### src/rtl/dcc_pkg.sv
package dcc_pkg;
  localparam int HDR_W = 3;
  localparam int EXT_W = 4;

  typedef enum logic [3:0] {
    OP_NOP, OP_STG_A, OP_STG_B, OP_STG_A_UPD, OP_STG_B_UPD, OP_LD_BOTH,
    OP_UPD_BOTH, OP_SD_BOTH, OP_UPD_A, OP_UPD_B, OP_GPO_LO, OP_GPO_HI,
    OP_SD_A, OP_SD_B, OP_EDGE_SEL
  } op_e;

  function automatic op_e decode_op(input logic [HDR_W-1:0] hdr,
                                    input logic [EXT_W-1:0] ext);
    op_e r;
    case (hdr)
      3'b001: r = OP_STG_A;
      3'b101: r = OP_STG_B;
      3'b010: r = OP_STG_A_UPD;
      3'b110: r = OP_STG_B_UPD;
      3'b011: r = OP_LD_BOTH;
      3'b100: r = OP_UPD_BOTH;
      3'b111: r = OP_SD_BOTH;
      default: begin
        case (ext)
          4'b0001: r = OP_UPD_A;
          4'b0101: r = OP_UPD_B;
          4'b0010: r = OP_GPO_LO;
          4'b0011: r = OP_GPO_HI;
          4'b0110: r = OP_SD_A;
          4'b0111: r = OP_SD_B;
          4'b0100: r = OP_EDGE_SEL;
          default: r = OP_NOP;
        endcase
      end
    endcase
    return r;
  endfunction
endpackage

### src/rtl/dcc_sync.sv
module dcc_sync #(
  parameter int WIDTH = 1,
  parameter int STAGES = 2,
  parameter logic [WIDTH-1:0] RESET_VAL = '0
) (
  input  logic             clk,
  input  logic             rst_n,
  input  logic [WIDTH-1:0] d,
  output logic [WIDTH-1:0] q
);
  logic [WIDTH-1:0] stg [STAGES];

  genvar i;
  generate
    for (i = 0; i < STAGES; i++) begin : g_stage
      if (i == 0) begin : g_first
        always_ff @(posedge clk or negedge rst_n)
          if (!rst_n) stg[0] <= RESET_VAL;
          else        stg[0] <= d;
      end else begin : g_next
        always_ff @(posedge clk or negedge rst_n)
          if (!rst_n) stg[i] <= RESET_VAL;
          else        stg[i] <= stg[i-1];
      end
    end
  endgenerate

  assign q = stg[STAGES-1];
endmodule

### src/rtl/dcc_shifter.sv
module dcc_shifter #(
  parameter int WORD_W = 16
) (
  input  logic              clk,
  input  logic              rst_n,
  input  logic              cs_n_s,
  input  logic              sclk_s,
  input  logic              sdi_s,
  input  logic              rise_mode,
  output logic [WORD_W-1:0] word,
  output logic              cmd_go,
  output logic              sdo
);
  logic              sclk_q, cs_q, sdo_q;
  logic [WORD_W-1:0] sr;
  logic              sclk_rise, sclk_fall;

  assign sclk_rise = sclk_s & ~sclk_q;
  assign sclk_fall = ~sclk_s & sclk_q;
  assign cmd_go    = cs_n_s & ~cs_q;

  always_ff @(posedge clk or negedge rst_n) begin
    if (!rst_n) begin
      sclk_q <= 1'b0;
      cs_q   <= 1'b1;
      sr     <= '0;
      sdo_q  <= 1'b0;
    end else begin
      sclk_q <= sclk_s;
      cs_q   <= cs_n_s;
      if (!cs_n_s && sclk_rise) sr <= {sr[WORD_W-2:0], sdi_s};
      if (!cs_n_s) begin
        if (rise_mode && sclk_rise)       sdo_q <= sr[WORD_W-2];
        else if (!rise_mode && sclk_fall) sdo_q <= sr[WORD_W-1];
      end
    end
  end

  assign word = sr;
  assign sdo  = sdo_q;

  AST_SR_FROZEN_CS_HIGH: assert property (@(posedge clk) disable iff (!rst_n)
    cs_n_s |=> $stable(sr));
  AST_SDO_FALL_ONLY: assert property (@(posedge clk) disable iff (!rst_n)
    (!rise_mode && !sclk_fall) |=> $stable(sdo_q));
endmodule

### src/rtl/dcc_decode.sv
module dcc_decode
  import dcc_pkg::*;
#(
  parameter int DATA_W = 13,
  parameter int WORD_W = DATA_W + HDR_W,
  parameter int NCH = 2
) (
  input  logic                         clk,
  input  logic                         rst_n,
  input  logic                         clr_s,
  input  logic                         lock_s,
  input  logic                         lock_raw,
  input  logic                         cmd_go,
  input  logic [WORD_W-1:0]            cmd_word,
  output logic [NCH-1:0][DATA_W-1:0]   codes,
  output logic [NCH-1:0]               shdn,
  output logic                         gpo,
  output logic                         rise_mode
);
  localparam int EXT_LSB = DATA_W - EXT_W;

  op_e               op;
  logic [DATA_W-1:0] data;
  logic [NCH-1:0]    ld_in, ld_out_data, ld_out_in, sd_set;
  logic              gpo_q, mode_q;

  assign data = cmd_word[DATA_W-1:0];
  assign op   = decode_op(cmd_word[WORD_W-1 -: HDR_W], cmd_word[DATA_W-1 -: EXT_W]);

  always_comb begin
    ld_in = '0; ld_out_data = '0; ld_out_in = '0; sd_set = '0;
    if (cmd_go) begin
      case (op)
        OP_STG_A:     ld_in[0] = 1'b1;
        OP_STG_B:     ld_in[1] = 1'b1;
        OP_STG_A_UPD: begin ld_in[0] = 1'b1; ld_out_data[0] = 1'b1; ld_out_in[1] = 1'b1; end
        OP_STG_B_UPD: begin ld_in[1] = 1'b1; ld_out_data[1] = 1'b1; ld_out_in[0] = 1'b1; end
        OP_LD_BOTH:   begin ld_in = '1; ld_out_data = '1; end
        OP_UPD_BOTH:  ld_out_in = '1;
        OP_UPD_A:     ld_out_in[0] = 1'b1;
        OP_UPD_B:     ld_out_in[1] = 1'b1;
        OP_SD_BOTH:   sd_set = '1;
        OP_SD_A:      sd_set[0] = 1'b1;
        OP_SD_B:      sd_set[1] = 1'b1;
        default: ;
      endcase
    end
  end

  genvar ch;
  generate
    for (ch = 0; ch < NCH; ch++) begin : g_ch
      logic [DATA_W-1:0] in_r, out_r;
      logic              sd_q;
      always_ff @(posedge clk or negedge rst_n) begin
        if (!rst_n) begin
          in_r  <= '0;
          out_r <= '0;
          sd_q  <= 1'b0;
        end else begin
          if (clr_s) begin
            in_r  <= '0;
            out_r <= '0;
          end else begin
            if (ld_in[ch]) in_r <= data;
            if (ld_out_data[ch])    out_r <= data;
            else if (ld_out_in[ch]) out_r <= in_r;
          end
          if (!lock_s)                                sd_q <= 1'b0;
          else if (sd_set[ch])                        sd_q <= 1'b1;
          else if (ld_out_data[ch] || ld_out_in[ch])  sd_q <= 1'b0;
        end
      end
      assign codes[ch] = out_r;
      assign shdn[ch]  = sd_q & lock_raw;

      AST_SD_NEEDS_PERMIT: assert property (@(posedge clk) disable iff (!rst_n)
        $rose(sd_q) |-> $past(lock_s));
    end
  endgenerate

  always_ff @(posedge clk or negedge rst_n) begin
    if (!rst_n) begin
      gpo_q  <= 1'b0;
      mode_q <= 1'b0;
    end else if (cmd_go) begin
      if (op == OP_GPO_LO)   gpo_q  <= 1'b0;
      if (op == OP_GPO_HI)   gpo_q  <= 1'b1;
      if (op == OP_EDGE_SEL) mode_q <= cmd_word[EXT_LSB-1];
    end
  end

  assign gpo       = gpo_q;
  assign rise_mode = mode_q;

  AST_STAGE_KEEPS_OUT: assert property (@(posedge clk) disable iff (!rst_n)
    (cmd_go && !clr_s && (op == OP_STG_A || op == OP_STG_B)) |=> $stable(codes));
  AST_CLEAR_ZERO: assert property (@(posedge clk) disable iff (!rst_n)
    clr_s |=> (codes[0] == '0 && codes[1] == '0));
  AST_UPDATE_WAKES: assert property (@(posedge clk) disable iff (!rst_n)
    (cmd_go && op == OP_UPD_BOTH) |=> (shdn == '0));
  AST_GPO_ON_CMD: assert property (@(posedge clk) disable iff (!rst_n)
    !cmd_go |=> $stable(gpo_q) && $stable(mode_q));
endmodule

### src/rtl/dac_cmd_core.sv
module dac_cmd_core #(
  parameter int DATA_W = 13,
  parameter int SYNC_STAGES = 2
) (
  input  logic              clk,
  input  logic              rst_n,
  input  logic              cs_n,
  input  logic              sclk,
  input  logic              sdi,
  input  logic              clr_n,
  input  logic              sd_permit,
  output logic [DATA_W-1:0] code_a,
  output logic [DATA_W-1:0] code_b,
  output logic              shdn_a,
  output logic              shdn_b,
  output logic              gpo,
  output logic              sdo
);
  localparam int WORD_W = DATA_W + dcc_pkg::HDR_W;
  localparam int NCH = 2;
  localparam int NSYNC = 5;

  logic [NSYNC-1:0] raw_in, syn;
  logic             cs_n_s, sclk_s, sdi_s, lock_s, clr_s;
  logic [WORD_W-1:0] word;
  logic             cmd_go, rise_mode;
  logic [NCH-1:0][DATA_W-1:0] codes;
  logic [NCH-1:0]   shdn;

  assign raw_in = {clr_n, sd_permit, sdi, sclk, cs_n};

  dcc_sync #(.WIDTH(NSYNC), .STAGES(SYNC_STAGES), .RESET_VAL(5'b10001)) u_sync (
    .clk(clk), .rst_n(rst_n), .d(raw_in), .q(syn));

  assign cs_n_s = syn[0];
  assign sclk_s = syn[1];
  assign sdi_s  = syn[2];
  assign lock_s = syn[3];
  assign clr_s  = ~syn[4];

  dcc_shifter #(.WORD_W(WORD_W)) u_shift (
    .clk(clk), .rst_n(rst_n), .cs_n_s(cs_n_s), .sclk_s(sclk_s), .sdi_s(sdi_s),
    .rise_mode(rise_mode), .word(word), .cmd_go(cmd_go), .sdo(sdo));

  dcc_decode #(.DATA_W(DATA_W), .WORD_W(WORD_W), .NCH(NCH)) u_dec (
    .clk(clk), .rst_n(rst_n), .clr_s(clr_s), .lock_s(lock_s), .lock_raw(sd_permit),
    .cmd_go(cmd_go), .cmd_word(word), .codes(codes), .shdn(shdn),
    .gpo(gpo), .rise_mode(rise_mode));

  assign code_a = codes[0];
  assign code_b = codes[1];
  assign shdn_a = shdn[0];
  assign shdn_b = shdn[1];
endmodule

### config.mk
export PLATFORM = sky130hd
export DESIGN_NAME = dac_cmd_core
export DESIGN_NICKNAME = d
export VERILOG_FILES = /design/src/rtl/dcc_pkg.sv /design/src/rtl/dcc_sync.sv /design/src/rtl/dcc_shifter.sv /design/src/rtl/dcc_decode.sv /design/src/rtl/dac_cmd_core.sv
export SDC_FILE = /design/constraint.sdc
export NUM_CORES = 1
export LEC_CHECK = 0
export ABC_AREA = 1
export BUFFER_PORTS_ARGS = -buffer_cell sky130_fd_sc_hd__buf_2
export CORE_MARGIN = 3
export CORE_UTILIZATION = 40
export CTS_CLUSTER_DIAMETER = 200
export DETAILED_ROUTE_END_ITERATION = 16
export SETUP_SLACK_MARGIN = 0.5
export SLEW_MARGIN = 20
export SYNTH_ARGS = -nofsm -noshare
export SYNTH_HDL_FRONTEND = slang
export SYNTH_SLANG_ARGS = --single-unit
export TNS_END_PERCENT = 10
### constraint.sdc
create_clock -name clk -period 4.15 [get_ports clk]
set_clock_uncertainty 0.15 [all_clocks]
set_input_delay 0.6225 -clock clk [delete_from_list [all_inputs] [get_ports clk]]
set_output_delay 0.6225 -clock clk [all_outputs]
set_load 0.02 [all_outputs]
**Yosys cells after proc, flatten, opt, wreduce, memory -nomap -nowiden**

Cells that the tools add are included.

- Equal/unequal tests: 34
- Mux-type cells: 34
- Bitwise logic cells: 9
- Reduce and logical (&&, ||, !) cells: 20

Operators with widths:

| kind | number |
|---|---|
| $mux W13 | 10 |
| $pmux W4 S7 | 2 |
| $eq A4 B3 Y1 const B | 8 |
| $eq A4 B4 Y1 const B | 7 |
| $mux W1 | 18 |
| $eq A4 B2 Y1 const B | 4 |
| $eq A3 B3 Y1 const B | 4 |
| $ne A3 B1 Y1 const B | 4 |
| $reduce_or A3 Y1 | 4 |
| $eq A4 B1 Y1 const B | 2 |
| $mux W2 | 4 |
| $reduce_or A2 Y1 | 4 |
| $eq A3 B2 Y1 const B | 2 |
| $reduce_and A2 Y1 | 3 |
| $and A1 B1 Y1 | 5 |
| $ne A2 B1 Y1 const B | 2 |
| $not A1 Y1 | 4 |
| $reduce_bool A2 Y1 | 2 |
| $eq A3 B1 Y1 const B | 1 |
| $logic_and A1 B1 Y1 | 3 |
| $logic_not A1 Y1 | 2 |
| $logic_or A1 B1 Y1 | 2 |

- Bits in registers: 85
- Input port bits: 7
- Output and inout port bits: 30
- Logic and storage cells: 111

**Logic depth before layout (Yosys ltp)**

- Depth in word-level cells: 11
- Gate-level depth with buffers: 14
- Depth with buffers taken out: 14

**By module**

A second synthesis with hierarchy kept.

- Cell total of the unflattened synthesis: 482
- Area, all modules: 4266.6 um^2

Modules (own cells, without submodules):

| module | instances | cells an instance | area each (um^2) | seq. area each (um^2) |
|---|---|---|---|---|
| dcc_decode | 1 | 388 | 3134.3 | 1401.3 |
| dcc_shifter | 1 | 78 | 835.8 | 476.7 |
| dcc_sync | 1 | 15 | 292.8 | 255.2 |
| dac_cmd_core | 1 | 1 | 3.8 | 0.0 |

**Worst setup path before layout**

OpenSTA, ideal clock, no wires.

- Kind: register to register
- Start: reg u_sync.stg (netlist bit u_sync.q[0])
- End: reg u_dec.g_ch[0].out_r[10]
- Setup time: 0.117 ns
- Data arrival time: 1.531 ns
- Required time: 3.883 ns
- Slack: 2.352 ns
- Cell stages (with the launch flop): 11
- Buffers on the path: 1
- Period minus slack after synthesis: 1.798 ns
- Cell sequence: dfstp_2 inv_2 nor2_4 inv_1 nor2_2 inv_1 nand3_4 nor2_4 buf_6 nand2_1 nand2_1

- Longest elaborated chain between the ends: 4
- Elaborated cells between the ends (all ways): 6
- Those cells by class: 1 x eq/ne; 4 x mux; 1 x bitwise

Ends and longest elaborated chain:

| what | RTL line | RTL |
|---|---|---|
| start, declared | dcc_sync.sv:11 | `logic [WIDTH-1:0] stg [STAGES];` |
| start signal, assigned by index | dcc_sync.sv:23 | `else stg[i] <= stg[i-1];` |
| $and A1 B1 Y1 (*) | dcc_shifter.sv:20 | `assign cmd_go = cs_n_s & ~cs_q;` |
| $mux W2 | dcc_decode.sv:32 | `if (cmd_go) begin` |
| $mux W13 | dcc_decode.sv:66 | `if (ld_out_data[ch]) out_r <= data;` |
| $mux W13 | dcc_decode.sv:61 | `if (clr_s) begin` |
| end signal, assigned | dcc_decode.sv:66 |  |
| end signal, assigned | dcc_decode.sv:67 | `else if (ld_out_in[ch]) out_r <= in_r;` |
| end, declared | dcc_decode.sv:53 | `logic [DATA_W-1:0] in_r, out_r;` |

Every way passes the cells marked *; elsewhere a longest branch is shown, timed or not.
A chain may end at the register's enable or synchronous reset.

**Worst setup path in the final report**

- Start: reg u_sync.stg (netlist bit u_sync.q[0])
- End: reg u_dec.g_ch[0].out_r[2]

The elaborated chain is that of the path after synthesis.

==> flow_metrics.tcl <==
set metrics [dict create \
    outcome "finished, final reports clean" \
    clkSinkCount 85 \
    path_delay_family "simple AND/OR/NAND/NOR gates" \
    hold_ws_ns 0.155 \
    clock-root-buffer "clkbuf_8" \
    cpPeakStageDelay_ns 0.73 \
    drt-wirelength-per-cell_um 13.9 \
    criticalPathCategory "flip-flop to flip-flop" \
    routabilityCongestion 0.903 \
    crit_chain "inv_2 > nor2_4 > inv_1 > nor2_2 > inv_1 > nand3_4 > nor2_4 > nand2_1 > nand2_1" \
    r2r_start "u_sync.q[0]" \
    grt_use_total_pct 17.0 \
    ios 37 \
    fillCellCount 970 \
    power_density_mw_per_mm2 507 \
    cts_buffers 9 \
    syn_avg_cell_area_um2 8.31 \
    grt_first_pass_wirelength_um 15200 \
    ys.flop_type "dfrtp_1" \
    cp-end-kind "flip-flop" \
    viasPerCell 4.99 \
    setup_tns_ns 0 \
    grt_pass1_vias 3010 \
    synth_seq_cells 85 \
    hpwl_um 5960 \
    drc 0 \
    fin_crit_ns 2.63 \
    crit_fanout 27 \
    fmax_mhz 380 \
    combPwrFrac_pct 25.2 \
    slew_viol_final 0 \
    syn_nets 478 \
    synthArstFlopShare_pct 100 \
    path_clk_slew_ns 0.09 \
    sw_frac_of_total_pct 35.6 \
    multi_input_area_mm2 0.00142 \
    wirelength_um 8760 \
    antenna_found_initial 0 \
    cp-start-kind "flip-flop" \
    cp.buffers_inverters 3 \
    final_nets 505 \
    finalSetupViolCount 0 \
    min-delay-path-class "input port to async pin" \
    num_antenna_cells 0 \
    p_total_w 0.00221 \
    switchingPower_w 0.000786 \
    cp.arrival_ns 2.72 \
    seq_area_mm2 0.00213 \
    startpoint "u_sync.q[0]" \
    synth_edf_count 0 \
    dieHeight_um 105 \
    portBuffers 36 \
    dp.cells 616 \
    num_vias 3154 \
    power.share.sequential_pct 47.7 \
    tightest_slew_ns 0.931 \
    power_frac_clock_pct 27.1 \
    instances_no_fill 632 \
    final_antenna_net_count 0 \
    synth_seq_area_share_pct 54.5 \
    hold_viol_final 0 \
    ys_warn_count 0 \
    die_w_um 105 \
    start_util_pct 41.7 \
    relSlewSlack_pct 37.9 \
    row_count 35 \
    cts-hold-fix-buffers 0 \
    design_area_mm2 0.00435 \
    cts_tree "yes" \
    syn_to_final_growth_pct 11.3 \
    dieArea_mm2 0.0110 \
    coreArea_mm2 0.00937 \
    max-vdd-ir-drop_v 0.000208 \
    postCtsSetupRepairBufs 0 \
    h-tree-depth 3 \
    cellLeakagePower_nw 2.33 \
    required_ns 4.23 \
    p_int_w 0.00142 \
    clk_latency_ns 0.35 \
    cts_buffer_depth 2 \
    first_pass_iters 5 \
    syn_inst 471 \
    syn-cell-area_mm2 0.00391 \
    slowest_stage "nor2_2" \
    drive_above_1_share_pct 16.3 \
    rsz0062_at_grt "false" \
    drt_iter0_drc 214 \
    finalCritPeriodShare_pct 63.5 \
    ys_types 27 \
    grt_overflow_total 0 \
    drv_cap 0 \
    cts_resized 0 \
    place_area_mm2 0.00414 \
    grt_max_degree 86 \
]
-- layout make-up --
class | instances | area share [%]
repair buffers | 37 | 4.46
clock inverters | 4 | 1.26
flip-flops and latches | 85 | 49.0
clock buffers | 12 | 3.33
inverters | 64 | 5.63
multi-input cells | 301 | 32.6
well taps | 129 | 3.71
-- cells in the final DEF (no fill, tap or decap), types with 4 or more instances in the layout --
cell type    n
nand3_2      4
inv_1       56
nor2_1      13
nand2_2      4
nand3_1     48
buf_2       35
inv_2        7
dfrtp_1     80
a22oi_1      8
clkbuf_8    10
a21oi_1      9
nand2_1    143
o21ai_0     55
dfstp_2      5
-- state kept, by name (all words and copies together), names as in the netlist --
signal and count:
u_dec.g_ch.in_r 26, u_dec.g_ch.out_r 26, u_shift.word 16, u_sync.q 5, u_sync.stg 5, u_dec.g_ch.sd_q 2
u_dec.gpo 1, u_dec.rise_mode 1, u_shift.cs_q 1, u_shift.sclk_q 1, u_shift.sdo 1
-- worst paths after layout --
kind                                           to  depth (start not counted)  slack (ns)
setup / recovery           u_dec.g_ch[0].out_r[2]                          9        1.52
hold / removal                      u_sync.stg[6]                          1        0.15
setup reg to reg           u_dec.g_ch[0].out_r[2]                          9        1.52
min in group clk                      u_sync.q[2]                          0        0.20
hold reg to reg                       u_sync.q[2]                          0        0.20
max in group asynchronous  u_dec.g_ch[0].out_r[2]                          1        3.17
-- kinds of logic (layout without fill, tap and decap cells) --
group | after synthesis | after routing | synth area share, %
AO/OA/AOI/OAI | 77 | 77 | 10.7
buffers and inverters | 85 | 117 | 9.34
flip-flops | 85 | 85 | 54.5
multiplexers | 1 | 1 | 0.288
AND/OR/NAND/NOR | 223 | 223 | 25.2
-- synthesized netlist by cell type, types with 2 or more instances --
| library cell | count | share of area [%] |
|---|---|---|
| inv_1 | 56 | 5.4 |
| clkbuf_1 | 10 | 0.96 |
| o21ai_0 | 55 | 7.0 |
| inv_2 | 7 | 0.67 |
| a22oi_1 | 8 | 1.5 |
| nand2_2 | 4 | 0.64 |
| nor2_1 | 13 | 1.2 |
| buf_2 | 6 | 0.77 |
| nand3_1 | 49 | 6.3 |
| buf_6 | 4 | 1.2 |
| o21ai_1 | 3 | 0.38 |
| nor2_4 | 3 | 0.86 |
| nand4_1 | 3 | 0.48 |
| a21oi_1 | 9 | 1.2 |
| dfstp_2 | 5 | 3.4 |
| dfrtp_1 | 80 | 51 |
| nand2_1 | 143 | 14 |
| nand3_2 | 3 | 0.77 |
| nor2_2 | 2 | 0.32 |
-- power groups by stage --
stage / clock (W) / sequential, W / combinational (W)
after global routing: 0.000644 / 0.00107 / 0.000640
after CTS: 0.000611 / 0.00105 / 0.000559
after global placement: 0 / 0.00106 / 0.000552
final: 0.000598 / 0.00105 / 0.000556
after detailed placement: 0 / 0.00107 / 0.000557
after floorplan: 0 / 0.00106 / 0.000411
-- layer usage --
| metal | wire [µm] | GRT usage (%) | share of wire (%) |
|---|---|---|---|
| met2 | 3720 | 24.6 | 42 |
| met5 | 0 | 0 | 0 |
| met4 | 142 | 5.72 | 1.6 |
| met3 | 456 | 2.66 | 5.2 |
| met1 | 4440 | 25.9 | 51 |
-- per-stage QoR --
step	setup slack, ns	utilization, %
after floorplan	2.35	-
after global routing	1.24	46.4
final	1.52	46.4
after CTS	1.48	46.4
after detailed placement	1.51	44.2
after global placement	1.56	44.2
(Power assumes the default switching activity.)
